$ cat src/rtl/sfm_pkg.sv
package sfm_pkg;

    typedef enum logic [1:0] {
        ST_IDLE   = 2'd0,
        ST_DRIVE  = 2'd1,
        ST_SAMPLE = 2'd2
    } sfm_state_e;

    // level of the serial clock while no frame runs
    function automatic logic idle_level(input logic [1:0] mode);
        return mode[1];
    endfunction

    // level of the serial clock during the launch half of a bit
    function automatic logic launch_level(input logic [1:0] mode);
        return mode[1] ^ mode[0];
    endfunction

endpackage

$ cat src/rtl/sfm_halfcnt.sv
module sfm_halfcnt #(
    parameter int CW = 8
) (
    input  logic          clk,
    input  logic          rst_n,
    input  logic          restart,
    input  logic          run,
    input  logic [CW-1:0] limit,
    output logic          half_end
);

    logic [CW-1:0] cnt;

    assign half_end = run && (cnt == limit - CW'(1));

    always_ff @(posedge clk or negedge rst_n) begin
        if (!rst_n) begin
            cnt <= '0;
        end else if (restart) begin
            cnt <= '0;
        end else if (run) begin
            cnt <= half_end ? '0 : cnt + CW'(1);
        end
    end

endmodule

$ cat src/rtl/sfm_fsm.sv
module sfm_fsm
    import sfm_pkg::*;
(
    input  logic       clk,
    input  logic       rst_n,
    input  logic       enable,
    input  logic       start,
    input  logic       half_end,
    input  logic       last_bit,
    output sfm_state_e state,
    output logic       accept,
    output logic       capture,
    output logic       advance,
    output logic       finish
);

    sfm_state_e state_nx;

    always_comb begin
        state_nx = state;
        unique case (state)
            ST_IDLE:   if (enable && start) state_nx = ST_DRIVE;
            ST_DRIVE:  if (half_end) state_nx = ST_SAMPLE;
            ST_SAMPLE: if (half_end) state_nx = last_bit ? ST_IDLE : ST_DRIVE;
            default:   state_nx = ST_IDLE;
        endcase
        if (!enable) state_nx = ST_IDLE;
    end

    always_ff @(posedge clk or negedge rst_n) begin
        if (!rst_n) state <= ST_IDLE;
        else        state <= state_nx;
    end

    always_comb begin
        accept  = 1'b0;
        capture = 1'b0;
        advance = 1'b0;
        finish  = 1'b0;
        unique case (state)
            ST_IDLE:   accept  = enable && start;
            ST_DRIVE:  capture = enable && half_end;
            ST_SAMPLE: begin
                advance = enable && half_end && !last_bit;
                finish  = enable && half_end && last_bit;
            end
            default: ;
        endcase
    end

endmodule

$ cat src/rtl/sfm_txshift.sv
module sfm_txshift #(
    parameter int W  = 16,
    parameter int SW = 5
) (
    input  logic          clk,
    input  logic          rst_n,
    input  logic          load,
    input  logic [SW-1:0] size,
    input  logic [W-1:0]  word,
    input  logic          shift,
    input  logic          finish,
    output logic          bit_out,
    output logic          held
);

    logic [W-1:0] sh;

    assign bit_out = sh[W-1];

    always_ff @(posedge clk or negedge rst_n) begin
        if (!rst_n) begin
            sh   <= '0;
            held <= 1'b0;
        end else begin
            if (load)       sh <= word << (W - int'(size));
            else if (shift) sh <= sh << 1;
            if (finish)     held <= sh[W-1];
        end
    end

endmodule

$ cat src/rtl/sfm_rxshift.sv
module sfm_rxshift #(
    parameter int W = 16
) (
    input  logic         clk,
    input  logic         rst_n,
    input  logic         clear,
    input  logic         capture,
    input  logic         rxd,
    input  logic         finish,
    output logic [W-1:0] rx_word,
    output logic         done
);

    logic [W-1:0] acc;

    always_ff @(posedge clk or negedge rst_n) begin
        if (!rst_n) begin
            acc     <= '0;
            rx_word <= '0;
            done    <= 1'b0;
        end else begin
            if (clear)        acc <= '0;
            else if (capture) acc <= {acc[W-2:0], rxd};
            if (finish)       rx_word <= acc;
            done <= finish;
        end
    end

endmodule

$ cat src/rtl/sfm_top.sv
module sfm_top
    import sfm_pkg::*;
#(
    parameter int MAX_W  = 16,
    parameter int MIN_W  = 4,
    parameter int DIV_W  = 8,
    localparam int SIZE_W = $clog2(MAX_W + 1)
) (
    input  logic              clk,
    input  logic              rst_n,
    input  logic              enable,
    input  logic              start,
    input  logic [MAX_W-1:0]  tx_word,
    input  logic [SIZE_W-1:0] data_size,
    input  logic [DIV_W-1:0]  half_div,
    input  logic [1:0]        clk_mode,
    input  logic              frame_pol,
    input  logic              end_hold,
    input  logic              rxd,
    output logic              sclk,
    output logic              sfrm,
    output logic              txd,
    output logic              busy,
    output logic              done,
    output logic [MAX_W-1:0]  rx_word
);

    sfm_state_e        state;
    logic              accept, capture, advance, finish, half_end;
    logic [SIZE_W-1:0] size_eff, bits_left;
    logic [DIV_W-1:0]  half_lat;
    logic              bit_out, held, active;

    always_comb begin
        if (data_size < SIZE_W'(MIN_W))      size_eff = SIZE_W'(MIN_W);
        else if (data_size > SIZE_W'(MAX_W)) size_eff = SIZE_W'(MAX_W);
        else                                 size_eff = data_size;
    end

    always_ff @(posedge clk or negedge rst_n) begin
        if (!rst_n) begin
            bits_left <= '0;
            half_lat  <= DIV_W'(1);
        end else if (accept) begin
            bits_left <= size_eff - SIZE_W'(1);
            half_lat  <= (half_div == '0) ? DIV_W'(1) : half_div;
        end else if (advance) begin
            bits_left <= bits_left - SIZE_W'(1);
        end
    end

    sfm_fsm u_fsm (
        .clk      (clk),
        .rst_n    (rst_n),
        .enable   (enable),
        .start    (start),
        .half_end (half_end),
        .last_bit (bits_left == '0),
        .state    (state),
        .accept   (accept),
        .capture  (capture),
        .advance  (advance),
        .finish   (finish)
    );

    sfm_halfcnt #(.CW(DIV_W)) u_cnt (
        .clk      (clk),
        .rst_n    (rst_n),
        .restart  (accept),
        .run      (state != ST_IDLE),
        .limit    (half_lat),
        .half_end (half_end)
    );

    sfm_txshift #(.W(MAX_W), .SW(SIZE_W)) u_tx (
        .clk     (clk),
        .rst_n   (rst_n),
        .load    (accept),
        .size    (size_eff),
        .word    (tx_word),
        .shift   (advance),
        .finish  (finish),
        .bit_out (bit_out),
        .held    (held)
    );

    sfm_rxshift #(.W(MAX_W)) u_rx (
        .clk     (clk),
        .rst_n   (rst_n),
        .clear   (accept),
        .capture (capture),
        .rxd     (rxd),
        .finish  (finish),
        .rx_word (rx_word),
        .done    (done)
    );

    assign active = enable && (state != ST_IDLE);
    assign busy   = (state != ST_IDLE);

    always_comb begin
        sfrm = ~frame_pol;
        sclk = idle_level(clk_mode);
        txd  = 1'b0;
        if (active) begin
            sfrm = frame_pol;
            sclk = launch_level(clk_mode) ^ (state == ST_SAMPLE);
            txd  = bit_out;
        end else if (enable) begin
            txd  = end_hold & held;
        end
    end

endmodule

$ cat config.mk
export PLATFORM = sky130hd
export DESIGN_NAME = sfm_top
export DESIGN_NICKNAME = d
export VERILOG_FILES = /design/src/rtl/sfm_pkg.sv /design/src/rtl/sfm_halfcnt.sv /design/src/rtl/sfm_fsm.sv /design/src/rtl/sfm_txshift.sv /design/src/rtl/sfm_rxshift.sv /design/src/rtl/sfm_top.sv
export SDC_FILE = /design/constraint.sdc
export NUM_CORES = 1
export LEC_CHECK = 0
export BUFFER_PORTS_ARGS = -buffer_cell sky130_fd_sc_hd__buf_4
export CAP_MARGIN = 30
export CORE_MARGIN = 2
export CORE_UTILIZATION = 50
export CTS_CLUSTER_SIZE = 28
export DETAILED_ROUTE_END_ITERATION = 8
export PLACE_DENSITY = 0.7
export SYNTH_ARGS = -nofsm -noshare
export SYNTH_HDL_FRONTEND = slang
export SYNTH_HIERARCHICAL = 1
export SYNTH_SLANG_ARGS = --single-unit
$ cat constraint.sdc
create_clock -name clk -period 3.8 [get_ports clk]
set_input_delay 0.19 -clock clk [delete_from_list [all_inputs] [get_ports clk]]
set_output_delay 0.19 -clock clk [all_outputs]
set_load 0.02 [all_outputs]
==> results.ini, run 1 <==
[synth]
synth_xor_area_frac=0.0324
netlist_area_sq_mm=0.00486
ys_ff_latch=73
syn_nets=516
synthAdderAreaFrac=0.0103
yosys_warnings=6
synth_compound_area_frac=0.155
synth-main-ff-cell=dfrtp_1
synthArstFlopShare=1.00
avgSynthCellArea_sq_um=10.3
synthMuxAreaShare=0.168
synthTopCellsByArea=dfrtp_1 37%, mux2i_1 8.7%, mux2_2 3.7%
synth-edff-count=0
yosysTopAreaCell=dfrtp_1
synth_cells=474
synth_top_family_by_area=simple AND/OR/NAND/NOR gates
yosys.area_share.simple=0.182
yosysTopAreaCellShare=0.371
synth.distinct_cells=88
synth-seq-area-share=0.376

[die]
ioPinCount=59
initial_core_util=0.521
die_y_um=103
dieArea_sq_mm=0.0105
rows=35
die_width_um=103
coreArea_sq_mm=0.00933

[global_routing]
grt_pass1_wl_um=16800
grt_max_degree=74
globalRouteTotalUtil=0.201
antenna_found_initial=0
first_global_vias=3445
grt_overflow_total=0

[worst_setup_path]
start_kind=flop
crit_type=reg2reg
critPathMaxFanout=22
cp.arrival_ns=3.50
crit_buf_inv=2
r2r_cells=12
cp_slowest_cell=dfstp_2
required_ns=4.04
cp.depth=12
critPathTopFamily=compound AO/OA/AOI/OAI gates
cp_slowest_stage_delay_ns=0.59
cp-end-kind=flop
path_cells=inv_1 > ha_1 > o21ba_1 > a221o_1 > a32oi_2 > o211a_1 > nand4b_2 > nor2_1 > buf_4 > nor2b_1 > o22ai_1 > o32a_1

[clock_network]
post_cts_buffers=0
path_clk_slew_ns=0.08
cts-root-buf=clkbuf_8
clk_path_buf_depth=2
cts_tree=done
htreeDepth=3
cts_num_sinks=73
cts_made_buffers=9
cts_resized=0
clock_latency_ns=0.35
ctsHoldBuffers=1

[sta]
setup_violations=0
finalWorstSetupSlack_ns=0.540
tightest_slew_ns=0.919
slew_headroom=0.388
drv_slew=0
post-route-period-util=0.858
skew_ns=0.00897
fmax_ghz=0.307
rsz0062_at_grt=false
finalSetupTns_ns=0
fin_crit_ns=3.26
final_hold_viol_count=0

[placed_design]
place_inst=640
place_ws_ns=0.582
place.gp.congestion=0.863
hpwl_um=7130
io_buffers=58

[routing]
vias=3710
wl_per_cell_um=15.5
via_per_inst=5.65
drc=0
drt_first_pass_iters=4
drtAntennaViolNets=0
first_iter_violations=197
wl_um=10200

[layout]
diodes=0
instances_no_fill=657
nets=565
layout-drive-gt1-share=0.263
syn_to_final_growth_pct=12.2
fillCellCount=830

[min_path]
min_delay_path_depth=2
hold_class=in2reg

[power_and_ir_drop]
peakVddDrop_mv=0.161
leakagePower_nw=2.36
power_w=0.00209
p_per_area_mw_per_mm2=384

[job]
maxCapViolCount=0

[status]
status=completed

## worst reg2reg max path: stages, from the launching register on
cell      delay [ns]
dfstp_2         0.59
inv_1           0.06
ha_1            0.29
o21ba_1         0.21
a221o_1         0.35
a32oi_2         0.24
o211a_1         0.24
nand4b_2        0.15
nor2_1          0.12
buf_4           0.25
nor2b_1         0.20
o22ai_1         0.10
o32a_1          0.35
## cell type report
cell class	instances	area, sq um	share of cell area
Multi-Input combinational cell	348	2670	0.490
Inverter	22	82.6	0.0151
Sequential cell	73	1830	0.335
Tap cell	129	161	0.0296
Clock buffer	9	124	0.0227
Clock inverter	7	62.6	0.0115
Timing Repair Buffer	69	520	0.0955
## metal layers
layer,routed length (um),vias to the layer above,track usage
met1,5110,1797,0.291
met4,83,0,0.0554
li1,-,1817,-
met3,419,6,0.0346
met2,4550,90,0.311
met5,0,-,0
## path summary, 6_finish.rpt
path	startpoint	end	slack [ns]
setup / recovery	half_lat[0]	u_tx/sh[13]	0.54
hold / removal	half_div[1]	half_lat[1]	0.08
setup reg to reg	half_lat[0]	u_tx/sh[13]	0.54
hold reg to reg	u_tx/sh[1]	u_tx/sh[1]	0.50
max in group asynchronous	rst_n	u_tx/sh[14]	2.69
min in group asynchronous	rst_n	u_cnt/cnt[4]	0.49
## cells in the final DEF (no fill, tap or decap), drive strengths merged, types with 3 or more instances in the layout
cell type / n
nor2: 48
xor2: 7
mux2i: 43
o211ai: 3
clkinvlp: 3
ha: 4
and3b: 3
inv: 26
nand2: 32
o21ai: 14
and2: 4
mux2: 26
nor4: 7
nand3: 12
xnor2: 8
nor3b: 7
a31oi: 6
clkbuf: 9
a21oi: 20
o22ai: 8
o32ai: 3
a21boi: 4
nor4b: 3
a211oi: 4
o2bb2ai: 10
o32a: 3
nand2b: 6
nor2b: 8
nor3: 11
dfrtp: 72
o22a: 6
buf: 68
## registers in the layout, summed over array words and instances (netlist names)
name	flops
bits_left	5
half_lat	8
u_cnt/cnt	8
u_fsm/state	2
u_rx/acc	16
u_rx/done	1
u_rx/rx_word	16
u_tx/held	1
u_tx/sh	16
## cells by family (layout without fill, tap and decap cells)
family,count (synthesis),count (layout)
AO/OA/AOI/OAI,100,100
XOR/XNOR,15,15
adder cells (fa/ha/maj),4,4
buffers and inverters,53,107
flip-flops,73,73
multiplexers,71,71
AND/OR/NAND/NOR,158,158
## synth_stat cells (7+ instances only)
library cell,number
nor2_1,48
a21oi_1,20
o22ai_1,7
dfrtp_1,72
mux2i_1,42
mux2_4,10
xnor2_1,8
buf_6,8
inv_1,22
o2bb2ai_1,10
o21ai_0,12
nor2b_1,8
mux2_2,16
nand3_1,12
nor3_1,10
nand2_1,31
## through the flow
stage,area (sq um),hold slack (ns),utilization
floorplan,4860,-0.106,-
global placement,5260,0.378,0.563
detailed placement,5260,0.378,0.563
CTS,5450,0.0647,0.584
global route,5450,0.0646,0.584
finish,5450,0.0804,0.584
## power breakdown
| group | internal [W] | switching, W | total, W | leakage, nW |
|---|---|---|---|---|
| Combinational | 0.000255 | 0.000295 | 0.000550 | 1.35 |
| Sequential | 0.000861 | 0.000110 | 0.000971 | 0.930 |
| Clock | 0.000250 | 0.000322 | 0.000572 | 0.0863 |
Power figures use the tool's default switching activity.
==> run 2, diff against run 1 <==
--- a/config.mk
+++ b/config.mk
@@ -7,11 +7,14 @@
 export LEC_CHECK = 0
 export BUFFER_PORTS_ARGS = -buffer_cell sky130_fd_sc_hd__buf_4
 export CAP_MARGIN = 30
+export CELL_PAD_IN_SITES_DETAIL_PLACEMENT = 0
+export CELL_PAD_IN_SITES_GLOBAL_PLACEMENT = 1
 export CORE_MARGIN = 2
-export CORE_UTILIZATION = 50
+export CORE_UTILIZATION = 46
 export CTS_CLUSTER_SIZE = 28
 export DETAILED_ROUTE_END_ITERATION = 8
-export PLACE_DENSITY = 0.7
+export GPL_ROUTABILITY_DRIVEN = 0
+export PLACE_DENSITY = 0.8
 export SYNTH_ARGS = -nofsm -noshare
 export SYNTH_HDL_FRONTEND = slang
 export SYNTH_HIERARCHICAL = 1
==> run 2 against run 1 <==
Die area increased by 8.4%. Routed wire length increased by 2.0%. Critical endpoint is now bits_left[4]. Maximum frequency decreased by 0.25%. Sequential share of layout area decreased by 0.46 points. Critical path depth unchanged. Flip-flop and latch count unchanged. Largest cell class unchanged. Total power increased by 4.7%. Cell count increased by 1.4%. Highest routed layer unchanged.
==> results.ini, run 2 (synthesis gave the netlist of run 1 again) <==
[status]
status=completed

[layout]
nets=567  ; +0.35%
instances_no_fill=666  ; +1.4%
final_common_cell=dfrtp_1
diodes=0  ; unchanged
top_regs=u_rx/acc x16, u_rx/rx_word x16, u_tx/sh x16
syn_to_final_growth_pct=13.7
layout_common_cells=72 x dfrtp_1, 69 x buf_4, 45 x nor2_1, 42 x mux2i_1, 31 x nand2_1
layout-drive-gt1-share=0.264  ; +0.000893

[sta]
skew_ns=0.00829  ; -0.000679 ns
fin_crit_ns=3.27  ; +0.00819 ns
slew_headroom=0.549  ; +0.161
finalWorstSetupSlack_ns=0.532  ; -0.00819 ns
setup_violations=0  ; unchanged
post-route-period-util=0.860  ; +0.00215
rsz0062_at_grt=false
finalSetupTns_ns=0  ; unchanged
tightest_slew_ns=0.677  ; -0.242 ns
drv_slew=0  ; unchanged
fmax_ghz=0.306  ; -0.25%
final_hold_viol_count=0  ; unchanged

[placed_design]
place_ws_ns=0.569  ; -0.0129 ns
hpwl_um=7300  ; +2.3%
place_inst=648  ; +1.3%
io_buffers=58  ; unchanged

[clock_network]
htreeDepth=3  ; unchanged
clock_latency_ns=0.35  ; about the same
ctsHoldBuffers=0  ; -1
cts-root-buf=clkbuf_8
clk_path_buf_depth=2  ; unchanged
path_clk_slew_ns=0.07  ; about the same
cts_resized=0  ; unchanged
cts_tree=done
post_cts_buffers=0  ; unchanged
cts_made_buffers=9  ; unchanged
cts_num_sinks=73  ; unchanged

[power_and_ir_drop]
power_frac_comb=0.253  ; -0.010
p_switching_w=0.000700  ; -3.7%
power_frac_clock=0.305  ; +0.032
p_int_w=0.00149  ; +9.2%
peakVddDrop_mv=0.194  ; +20%
p_per_area_mw_per_mm2=397  ; +3.3%
leakagePower_nw=2.40  ; +1.6%
swShare=0.319  ; -0.0280
seqPwrFrac=0.442  ; -0.022

[global_routing]
globalRouteTotalUtil=0.192  ; -0.00891
grt_max_degree=74  ; unchanged
grt_overflow_total=0  ; unchanged
grt_pass1_wl_um=17600  ; +4.4%
first_global_vias=3455  ; +0.29%
antenna_found_initial=0  ; unchanged

[worst_setup_path]
required_ns=3.99  ; -0.05 ns
cp-end-kind=flop
critPathMaxFanout=22  ; unchanged
cp_slowest_stage_delay_ns=0.58  ; about the same
cp.arrival_ns=3.46  ; -0.04 ns
crit_type=reg2reg
start_kind=flop
cp_slowest_cell=dfstp_2
r2r_cells=12  ; unchanged
path_cells=inv_1 > ha_1 > o21ba_1 > a221o_1 > a32oi_2 > o211a_1 > nand4b_2 > nor2_1 > buf_4 > nor3b_1 > mux2i_1 > o22ai_1

[die]
dieArea_sq_mm=0.0114  ; +8.4%
die_width_um=107  ; +4.1%
die_y_um=107  ; +4.1%
coreArea_sq_mm=0.0103  ; +10%
rows=37  ; +5.7%
ioPinCount=59  ; unchanged
initial_core_util=0.473  ; -0.0481

[routing]
drc=0  ; unchanged
wl_per_cell_um=15.6  ; +0.66%
drt_first_pass_iters=4  ; unchanged
wl_um=10400  ; +2.0%
first_iter_violations=245  ; +24%
drtAntennaViolNets=0  ; unchanged
vias=3726  ; +0.43%
via_per_inst=5.59  ; -0.93%

[job]
maxCapViolCount=0  ; unchanged

[min_path]
min_delay_path_depth=2  ; unchanged
hold_class=in2reg

==> run 2: cell types whose count changed in the layout (fill, tap and decap cells not counted), sizes merged <==
| cell | change |
|---|---|
| inv | -3 |
| buf | +2 |
| bufinv | +2 |
| clkinv | +2 |
| clkinvlp | -2 |
| clkbuf | +1 |
==> run 2: through the flow <==
| step | power, W | hold slack, ns | area (sq um) | util |
|---|---|---|---|---|
| 4_1_cts | 0.00221 | 0.00573 | 5490 | 0.534 |
| 2_1_floorplan | 0.00139 | -0.106 | 4860 | - |
| 6_report | 0.00219 | 0.0882 | 5530 | 0.538 |
| 3_5_place_dp | 0.00153 | 0.393 | 5270 | 0.513 |
| 5_1_grt | 0.00233 | 0.0705 | 5530 | 0.538 |
| 3_3_place_gp | 0.00151 | 0.388 | 5270 | 0.513 |
==> run 2: cell type report <==
class | count | area [sq um]
Clock buffer | 10 | 128
Multi-Input combinational cell | 348 | 2670
Sequential cell | 73 | 1830
Timing Repair Buffer | 71 | 556
Tap cell | 136 | 170
Inverter | 22 | 82.6
Clock inverter | 6 | 90.1
Fill cell | 950 | 4750
==> run 2: layer usage <==
layer | part of all wire | track usage | routed length, um
met3 | 0.051 | 0.0328 | 525
met4 | 0.013 | 0.0640 | 136
met5 | 0 | 0 | 0
met1 | 0.47 | 0.279 | 4910
met2 | 0.46 | 0.290 | 4800
==> run 2: power by group through the flow <==
stage          clock (W)  combinational [W]  sequential [W]
3_5_place_dp           0           0.000548        0.000980
2_1_floorplan          0           0.000450        0.000941
3_3_place_gp           0           0.000535        0.000976
5_1_grt         0.000727           0.000623        0.000983
4_1_cts         0.000695           0.000551        0.000965
6_report        0.000668           0.000555        0.000968
==> run 2: path summary, 6_finish.rpt <==
path	start	to	slack (ns)
max	half_lat[0]	bits_left[4]	0.53
min	half_div[4]	half_lat[4]	0.09
max reg2reg	half_lat[0]	bits_left[4]	0.53
min reg2reg	u_tx/sh[1]	u_tx/sh[1]	0.51
max in group asynchronous	rst_n	half_lat[0]	3.10
min in group asynchronous	rst_n	u_cnt/cnt[2]	0.39
==> run 2: critical path: cells and delay by family, from the launching register on <==
family                     cells  cell delay (ns)
AOI/OAI and AO/OA              5             1.15
adders and majority gates      1             0.30
buffers and inverters          2             0.32
DFF                            1             0.58
muxes                          1             0.22
and+or+nand+nor                3             0.55
